File: config.mk
export PLATFORM = sky130hd
export DESIGN_NAME = cpx_pair_expander
export DESIGN_NICKNAME = d
export VERILOG_FILES = /design/src/rtl/cpx_pkg.sv /design/src/rtl/cpx_classify.sv /design/src/rtl/cpx_fields.sv /design/src/rtl/cpx_encode.sv /design/src/rtl/cpx_pair_expander.sv
export SDC_FILE = /design/constraint.sdc
export NUM_CORES = 1
export LEC_CHECK = 0
export BUFFER_PORTS_ARGS = -buffer_cell sky130_fd_sc_hd__buf_2
export CELL_PAD_IN_SITES_DETAIL_PLACEMENT = 1
export CELL_PAD_IN_SITES_GLOBAL_PLACEMENT = 1
export CORE_UTILIZATION = 32
export DETAILED_ROUTE_END_ITERATION = 16
export GPL_TIMING_DRIVEN = 0
export PLACE_DENSITY = 0.86
export SYNTH_ARGS = -nofsm -noshare
export SYNTH_HDL_FRONTEND = slang
export SYNTH_SLANG_ARGS = --single-unit
File: constraint.sdc
create_clock -name clk -period 2.9 [get_ports clk]
set_input_delay 0.29 -clock clk [delete_from_list [all_inputs] [get_ports clk]]
set_output_delay 0.29 -clock clk [all_outputs]
set_load 0.02 [all_outputs]
File: src/rtl/cpx_pkg.sv
package cpx_pkg;

    localparam int OFFS_W   = 9;
    localparam int REG_W    = 5;
    localparam int WORD_W   = 32;

    localparam logic [6:0] OPC_LOAD  = 7'b0000011;
    localparam logic [6:0] OPC_STORE = 7'b0100011;
    localparam logic [2:0] F3_PAIR   = 3'b011;

    localparam logic [REG_W-1:0] SP_REG    = 5'd2;
    localparam logic [1:0]       PRIME_HI  = 2'b01;

    typedef enum logic [2:0] {
        K_NONE,
        K_LD,
        K_SD,
        K_LDSP,
        K_SDSP
    } pair_kind_e;

    typedef struct packed {
        logic              valid;
        logic              claim;
        logic              illegal;
        logic [WORD_W-1:0] word;
    } exp_res_t;

endpackage

File: src/rtl/cpx_classify.sv
module cpx_classify
    import cpx_pkg::*;
#(
    parameter bit FLOAT_CMP_EN = 1'b0
) (
    input  logic [1:0]  quad,
    input  logic [2:0]  funct3,
    output pair_kind_e  kind
);

    generate
        if (FLOAT_CMP_EN) begin : g_float_owns
            assign kind = K_NONE;
        end else begin : g_pair_owns
            always_comb begin
                kind = K_NONE;
                unique case ({quad, funct3})
                    {2'b00, 3'b011}: kind = K_LD;
                    {2'b00, 3'b111}: kind = K_SD;
                    {2'b10, 3'b011}: kind = K_LDSP;
                    {2'b10, 3'b111}: kind = K_SDSP;
                    default:         kind = K_NONE;
                endcase
            end
        end
    endgenerate

endmodule

File: src/rtl/cpx_fields.sv
module cpx_fields
    import cpx_pkg::*;
(
    input  logic [12:2]       body,
    input  pair_kind_e        kind,
    output logic [REG_W-1:0]  pair_reg,
    output logic [REG_W-1:0]  base_reg,
    output logic [OFFS_W-1:0] offset
);

    always_comb begin
        pair_reg = '0;
        base_reg = '0;
        offset   = '0;
        unique case (kind)
            K_LD, K_SD: begin
                pair_reg = {PRIME_HI, body[4:2]};
                base_reg = {PRIME_HI, body[9:7]};
                offset   = {1'b0, body[6:5], body[12:10], 3'b000};
            end
            K_LDSP: begin
                pair_reg = body[11:7];
                base_reg = SP_REG;
                offset   = {body[4:2], body[12], body[6:5], 3'b000};
            end
            K_SDSP: begin
                pair_reg = body[6:2];
                base_reg = SP_REG;
                offset   = {body[9:7], body[12:10], 3'b000};
            end
            default: begin
                pair_reg = '0;
                base_reg = '0;
                offset   = '0;
            end
        endcase
    end

endmodule

File: src/rtl/cpx_encode.sv
module cpx_encode
    import cpx_pkg::*;
(
    input  pair_kind_e        kind,
    input  logic [REG_W-1:0]  pair_reg,
    input  logic [REG_W-1:0]  base_reg,
    input  logic [OFFS_W-1:0] offset,
    output logic              claim,
    output logic              illegal,
    output logic [WORD_W-1:0] word
);

    localparam int IMM_W = 12;

    logic [IMM_W-1:0]  imm12;
    logic              is_store;
    logic              reserved;
    logic [WORD_W-1:0] raw;

    assign imm12    = {{(IMM_W-OFFS_W){1'b0}}, offset};
    assign is_store = (kind == K_SD) || (kind == K_SDSP);
    assign claim    = (kind != K_NONE);

    always_comb begin
        reserved = 1'b0;
        if (claim) begin
            reserved = pair_reg[0];
            if ((kind == K_LDSP) && (pair_reg == '0)) begin
                reserved = 1'b1;
            end
        end
    end

    always_comb begin
        if (is_store) begin
            raw = {imm12[11:5], pair_reg, base_reg, F3_PAIR, imm12[4:0], OPC_STORE};
        end else begin
            raw = {imm12, base_reg, F3_PAIR, pair_reg, OPC_LOAD};
        end
    end

    assign illegal = reserved;
    assign word    = (claim && !reserved) ? raw : '0;

endmodule

File: src/rtl/cpx_pair_expander.sv
module cpx_pair_expander
    import cpx_pkg::*;
#(
    parameter bit FLOAT_CMP_EN = 1'b0
) (
    input  logic        clk,
    input  logic        rst_n,
    input  logic        par_valid,
    input  logic [15:0] par_instr,
    output logic        exp_valid,
    output logic        exp_claim,
    output logic        exp_illegal,
    output logic [31:0] exp_word
);

    pair_kind_e        kind;
    logic [REG_W-1:0]  pair_reg;
    logic [REG_W-1:0]  base_reg;
    logic [OFFS_W-1:0] offset;
    logic              enc_claim;
    logic              enc_illegal;
    logic [WORD_W-1:0] enc_word;

    exp_res_t res_d, res_q;

    cpx_classify #(.FLOAT_CMP_EN(FLOAT_CMP_EN)) u_classify (
        .quad   (par_instr[1:0]),
        .funct3 (par_instr[15:13]),
        .kind   (kind)
    );

    cpx_fields u_fields (
        .body     (par_instr[12:2]),
        .kind     (kind),
        .pair_reg (pair_reg),
        .base_reg (base_reg),
        .offset   (offset)
    );

    cpx_encode u_encode (
        .kind     (kind),
        .pair_reg (pair_reg),
        .base_reg (base_reg),
        .offset   (offset),
        .claim    (enc_claim),
        .illegal  (enc_illegal),
        .word     (enc_word)
    );

    always_comb begin
        res_d = '0;
        if (par_valid) begin
            res_d.valid   = 1'b1;
            res_d.claim   = enc_claim;
            res_d.illegal = enc_illegal;
            res_d.word    = enc_word;
        end
    end

    always_ff @(posedge clk) begin
        if (!rst_n) begin
            res_q <= '0;
        end else begin
            res_q <= res_d;
        end
    end

    assign exp_valid   = res_q.valid;
    assign exp_claim   = res_q.claim;
    assign exp_illegal = res_q.illegal;
    assign exp_word    = res_q.word;

    // one-cycle latency of the valid flag
    assert_valid_latency_R1: assert property (@(posedge clk) disable iff (!rst_n)
        par_valid |=> exp_valid);

    // an idle cycle produces an empty result
    assert_idle_empty_R1: assert property (@(posedge clk) disable iff (!rst_n)
        !par_valid |=> (!exp_valid && !exp_claim && !exp_illegal && exp_word == '0));

    // illegal is raised only for a claimed parcel
    assert_illegal_needs_claim_R6: assert property (@(posedge clk) disable iff (!rst_n)
        exp_illegal |-> exp_claim);

    // no word leaves the stage unless it is a legal expansion
    assert_dead_word_zero_R10: assert property (@(posedge clk) disable iff (!rst_n)
        !(exp_claim && !exp_illegal) |-> (exp_word == '0));

    // a legal expansion always names an even pair register and the pair funct3
    assert_even_pair_R6: assert property (@(posedge clk) disable iff (!rst_n)
        (exp_claim && !exp_illegal) |->
            ((exp_word[14:12] == F3_PAIR) &&
             ((exp_word[6:0] == OPC_LOAD) ? !exp_word[7] : !exp_word[20])));

    // a legal load based on x2 never targets x0
    assert_sp_load_dest_R7: assert property (@(posedge clk) disable iff (!rst_n)
        (exp_claim && !exp_illegal && exp_word[6:0] == OPC_LOAD && exp_word[19:15] == SP_REG)
            |-> (exp_word[11:7] != 5'd0));

    // the float-owned variant claims nothing
    assert_float_variant_R9: assert property (@(posedge clk) disable iff (!rst_n)
        (FLOAT_CMP_EN != 1'b0) |-> !exp_claim);

endmodule

# After elaboration in Yosys (flattened, before gate mapping)
# Cells that the tools add are included.
# word_totals
ff_bits	32
# op_classes
eq_ne	8
n_mux	9
n_reduce_logical	10
# op_table
op	n
$mux W35	1
$mux W29	1
$pmux W9 S3	1
$mux W25	1
$pmux W5 S3	1
$pmux W3 S4	1
$eq A5 B5 Y1 const B	2
$pmux W4 S2	1
$eq A3 B2 Y1 const B	2
$eq A5 B2 Y1 const B	1
$eq A5 B3 Y1 const B	1
$logic_not A5 Y1	1
$reduce_or A2 Y1	2
$eq A3 B1 Y1 const B	1
$eq A3 B3 Y1 const B	1
$reduce_and A3 Y1	1
$reduce_bool A3 Y1	1
$logic_and A1 B1 Y1	2
$mux W1	2
$reduce_and A2 Y1	1
$logic_not A1 Y1	1
$logic_or A1 B1 Y1	1

# Depth between registers and ports, before layout
# logic_depth
word_depth	13
depth_mapped	5
ltp_nobuf	3

# Cells and area by module
# Synthesis repeated with hierarchy kept, for this count alone.
# unflattened
cells_unflattened	205
area_unflattened_um2	1946.9
# by_module_without_submodules
mod	n_inst	cells_per_inst	area_each_um2
cpx_pair_expander	1	76	980.9
cpx_fields	1	58	499.2
cpx_encode	1	65	435.4
cpx_classify	1	6	31.3

# Worst setup path after synthesis
# Ideal clock, no wire load.
# synth_timing
path_kind	input to register
startpoint	input par_instr[15]
endpoint	register res_q (netlist bit exp_word[26])
setup_time_ns	0.149
arrival_time_ns	1.273
required_ns	2.751
slack_ns	1.478
path_stages	4
n_path_buf	1
path_cell_list	or4_1 > and4bb_1 > buf_6 > a2111oi_0
# synth_between
elab_chain_cells	12
# synth_lines
item	line_no	rtl
start, declared	cpx_pair_expander.sv:9	input logic [15:0] par_instr,
$eq A5 B5 Y1 (tied with other cells)	cpx_classify.sv:17	unique case ({quad, funct3})
$pmux W3 S4 *	cpx_classify.sv:17	
$eq A3 B1 Y1 or $eq A3 B2 Y1 (tied branches)	cpx_fields.sv:15	unique case (kind)
$reduce_or A2 Y1	cpx_fields.sv:15	
$pmux W5 S3	cpx_fields.sv:15	
$logic_not A5 Y1	cpx_encode.sv:28	if ((kind == K_LDSP) && (pair_reg == '0)) begin
$logic_and A1 B1 Y1	cpx_encode.sv:28	
$mux W1	cpx_encode.sv:28	
$mux W1	cpx_encode.sv:26	if (claim) begin
$logic_not A1 Y1	cpx_encode.sv:43	assign word = (claim && !reserved) ? raw : '0;
$logic_and A1 B1 Y1	cpx_encode.sv:43	
$reduce_and A3 Y1 (no source line)	n/a	
end signal, assigned	cpx_pair_expander.sv:64	res_q <= res_d;
end, declared	cpx_pair_expander.sv:24	exp_res_t res_d, res_q;
# Mark *: on every way between the ends. The rest lies on a longest branch, timed or not.
# A chain may end at the register's enable or synchronous reset.

# Final worst setup path
# layout_timing
startpoint	input par_instr[15]
endpoint	register res_q (netlist bit exp_word[27])
# Same word-level chain as after synthesis.

==> metrics.md <==
| Metric | Value |
|---|---|
| Number of synthesized flops with an enable pin | `0` |
| Post_cts resized | `0` |
| Grt total ovfl | `0` |
| Crit path arrival time | `about 1.5 ns` |
| Final Worst Setup Slack | `1.566 ns` |
| Crit Path Max Fanout | `10` |
| Startpoint Class | `primary input` |
| All-Layer GR Usage | `14.86%` |
| Final setup violation count | `0` |
| Slowest stage delay, CP | `approximately 0.56 ns` |
| Most frequent cell after synthesis | `dfxtp_1` |
| Cells along the critical path | `buf_2, or4_1, and4bb_1, buf_6, a2111oi_0` |
| Main combinational cell family by area after synthesis | `simple AND/OR/NAND/NOR gates` |
| Power Density | `roughly 440 nW/µm²` |
| Final core utilization | `between 40% and 50%` |
| LEAKAGE | `approximately 0.67 nW` |
| Crit share post-route | `a little under half` |
| Area share of the largest cell type after synthesis | `51.69%` |
| Syn Area/Cell | `around 10 µm²` |
| Met2 routed WL | `1090 µm` |
| Ys Warns | `0` |
| Dpl ws | `about 1.2 ns` |
| Hpwl dp | `between 1500 and 2000 µm` |
| Fin. Hold Viols | `0` |
| Critical path capture point type | `flip-flop` |
| Vias in the first global route | `~730` |
| Register share of total power | `59.9%` |
| Slew Viols, Final | `0` |
| Detailed-route DRC error count | `0` |
| Port Buffers | `43` |
| Die extent in y | `between 50 and 60 µm` |
| Logic pwr share | `between 10 and 15%` |
| Setup repair bufs after CTS | `0` |
| Clock group share of total power | `26.4%` |
| Max Cap Viol | `0` |
| Most common flop cell mapped by yosys | `dfxtp_1` |
| Vias | `approximately 800` |
| Initial antenna violation count | `0` |
| Slowest stage cell, crit path | `or4_1` |
| Mapped cell area | `around 900 µm²` |
| IO Pins | `54` |
| Psw | `roughly 0.13 mW` |
| ANT cells | `0` |
| First-pass detailed-route iteration total | `4` |
| Fraction of layout cells with a size suffix above 1 | `a little over two fifths` |
| CTS buffer count | `3` |
| Cells after synthesis | `between 80 and 90` |
| Clk slew on worst S/H paths | `~0.12 ns` |
| Synth cell count leaders | `dfxtp_1, buf_4, mux2i_1, nor2_1, nor3_1` |
| Status | `completed` |
| Row count | `18` |
| Chip width | `~55 µm` |
| CTS tree | `yes` |
| DR WL met3 | `about 180 µm` |
| CTS root buffer | `clkbuf_4` |
| Crit Path Class | `primary input to flip-flop` |
| DRT met1 WL | `836 µm` |
| Post-synthesis sequential area ratio | `roughly half` |
| Starting density of the core | `a little over a third` |
| CTS sink count | `23` |
| Ys async rst share | `0%` |
| Post-synthesis simple-gate area fraction | `a little under a fifth` |
| Fmax | `roughly 750 MHz` |
| H-tree depth | `1` |
| Clk buf depth | `2` |
| Hold_buf cts | `0` |
| Largest net degree at the start of global routing | `13` |
| RSZ-0062 raised after global routing | `no` |
| Sw Ratio | `about 24%` |
| Adder-Cell Fraction of Synth Area | `0%` |
| Min-Delay Path Class | `primary input to flip-flop` |
| Antenna Nets Post-Route | `0` |
| Int Power | `just over 0.4 mW` |
| Final Critical Period | `1.334 ns` |
| Sum Neg Setup Slack | `0 ns` |
| Leading post-synthesis cells by cell area | `dfxtp_1, buf_4, mux2i_1` |
| First-iteration detailed-routing DRC count | `12` |
| Global-route wire length before repair | `approximately 3100 µm` |
| Yosys reg bits | `23` |
| Worst hold path depth | `2` |
| RD Place Congestion | `0.7096` |
| Top Metal Used | `met4` |
| Worst vdd ir | `between 0.0002 and 0.00025 V` |
| Final total power | `approximately 0.54 mW` |
| Synth area leader | `dfxtp_1` |
| Avg Vias per Cell | `4.645` |
| Avg WL per Cell | `~12 µm` |
| Synth-to-Final Area Change | `35.53%` |
| Multiplexer area fraction after synthesis | `between 5 and 6%` |
| Final nets | `~160` |
| Compound-Gate Fraction of Synth Area | `8.708%` |
| Die area | `roughly 3000 µm²` |
| WL final | `2140 µm` |
| Worst path required time | `approximately 3 ns` |
| Xor and xnor fraction of the mapped netlist area | `0%` |
| Yosys cell types | `28` |
| Core Area | `around 2500 µm²` |
[per-layer routing]
layer,global-route usage (%),up-vias
met5,0,-
met4,3.846,0
met3,4.444,4
met2,28.31,39
met1,15.42,369
li1,-,387
[worst max-delay path, delay by kind of cell]
family	cells	cell delay, ns
simple gates	2	0.88
compound gates	1	0.07
buf+inv	2	0.25
[placed cells by master, fill, tap and decap left out, types with 3 or more instances in the layout]
| cell | n |
|---|---|
| buf_2 | 45 |
| dfxtp_1 | 23 |
| buf_4 | 13 |
| conb_1 | 11 |
| nor2_1 | 5 |
| nor3_1 | 5 |
| mux2i_1 | 5 |
| inv_1 | 4 |
| nor4b_1 | 4 |
| and2_1 | 3 |
| a2111oi_0 | 3 |
| clkbuf_4 | 3 |
[power by group through the flow]
stage / sequential [mW] / combinational (mW) / clock, mW
after floorplan: 0.334 / 0.0422 / 0
after global placement: 0.328 / 0.0699 / 0
after detailed placement: 0.328 / 0.0722 / 0
after CTS: 0.321 / 0.0723 / 0.147
after global routing: 0.322 / 0.0794 / 0.161
final: 0.321 / 0.0729 / 0.142
[area by class of cell]
| type | instances | area (µm²) |
|---|---|---|
| plain buffers | 17 | 122.6 |
| clock buffers | 4 | 26.28 |
| fillers | 327 | 1338 |
| inverters | 4 | 15.01 |
| multi-input cells | 51 | 330.3 |
| flip-flops and latches | 23 | 460.4 |
| well taps | 30 | 37.54 |
| repair buffers | 43 | 215.2 |
[worst paths after layout]
path / start / slack, ns / endpoint
worst min-delay path: par_instr[4] / 0.22 / exp_word[22]$_SDFF_PN0_
worst max-delay path: par_instr[15] / 1.57 / exp_word[27]$_SDFF_PN0_
[state kept, by name (all words and copies together) (netlist names)]
register and cells:
exp_illegal 1, exp_claim 1, exp_valid 1, exp_word 20
[per-stage QoR]
stage          area [µm²]  std cells  hold WS [ns]
2_1_floorplan       928.4         95        0.3668
3_3_place_gp         1181        168        0.5290
3_5_place_dp         1181        168        0.5373
4_1_cts              1207        172        0.2183
5_1_grt              1207        172        0.2140
6_report             1207        172        0.2226
[logic make-up after synthesis]
family / Yosys count
other: 1
multiplexers: 5
flip-flops: 23
AND/OR/NAND/NOR: 25
buffers and inverters: 21
AO/OA/AOI/OAI: 10
Note: power is estimated with default switching activity, not from simulation.
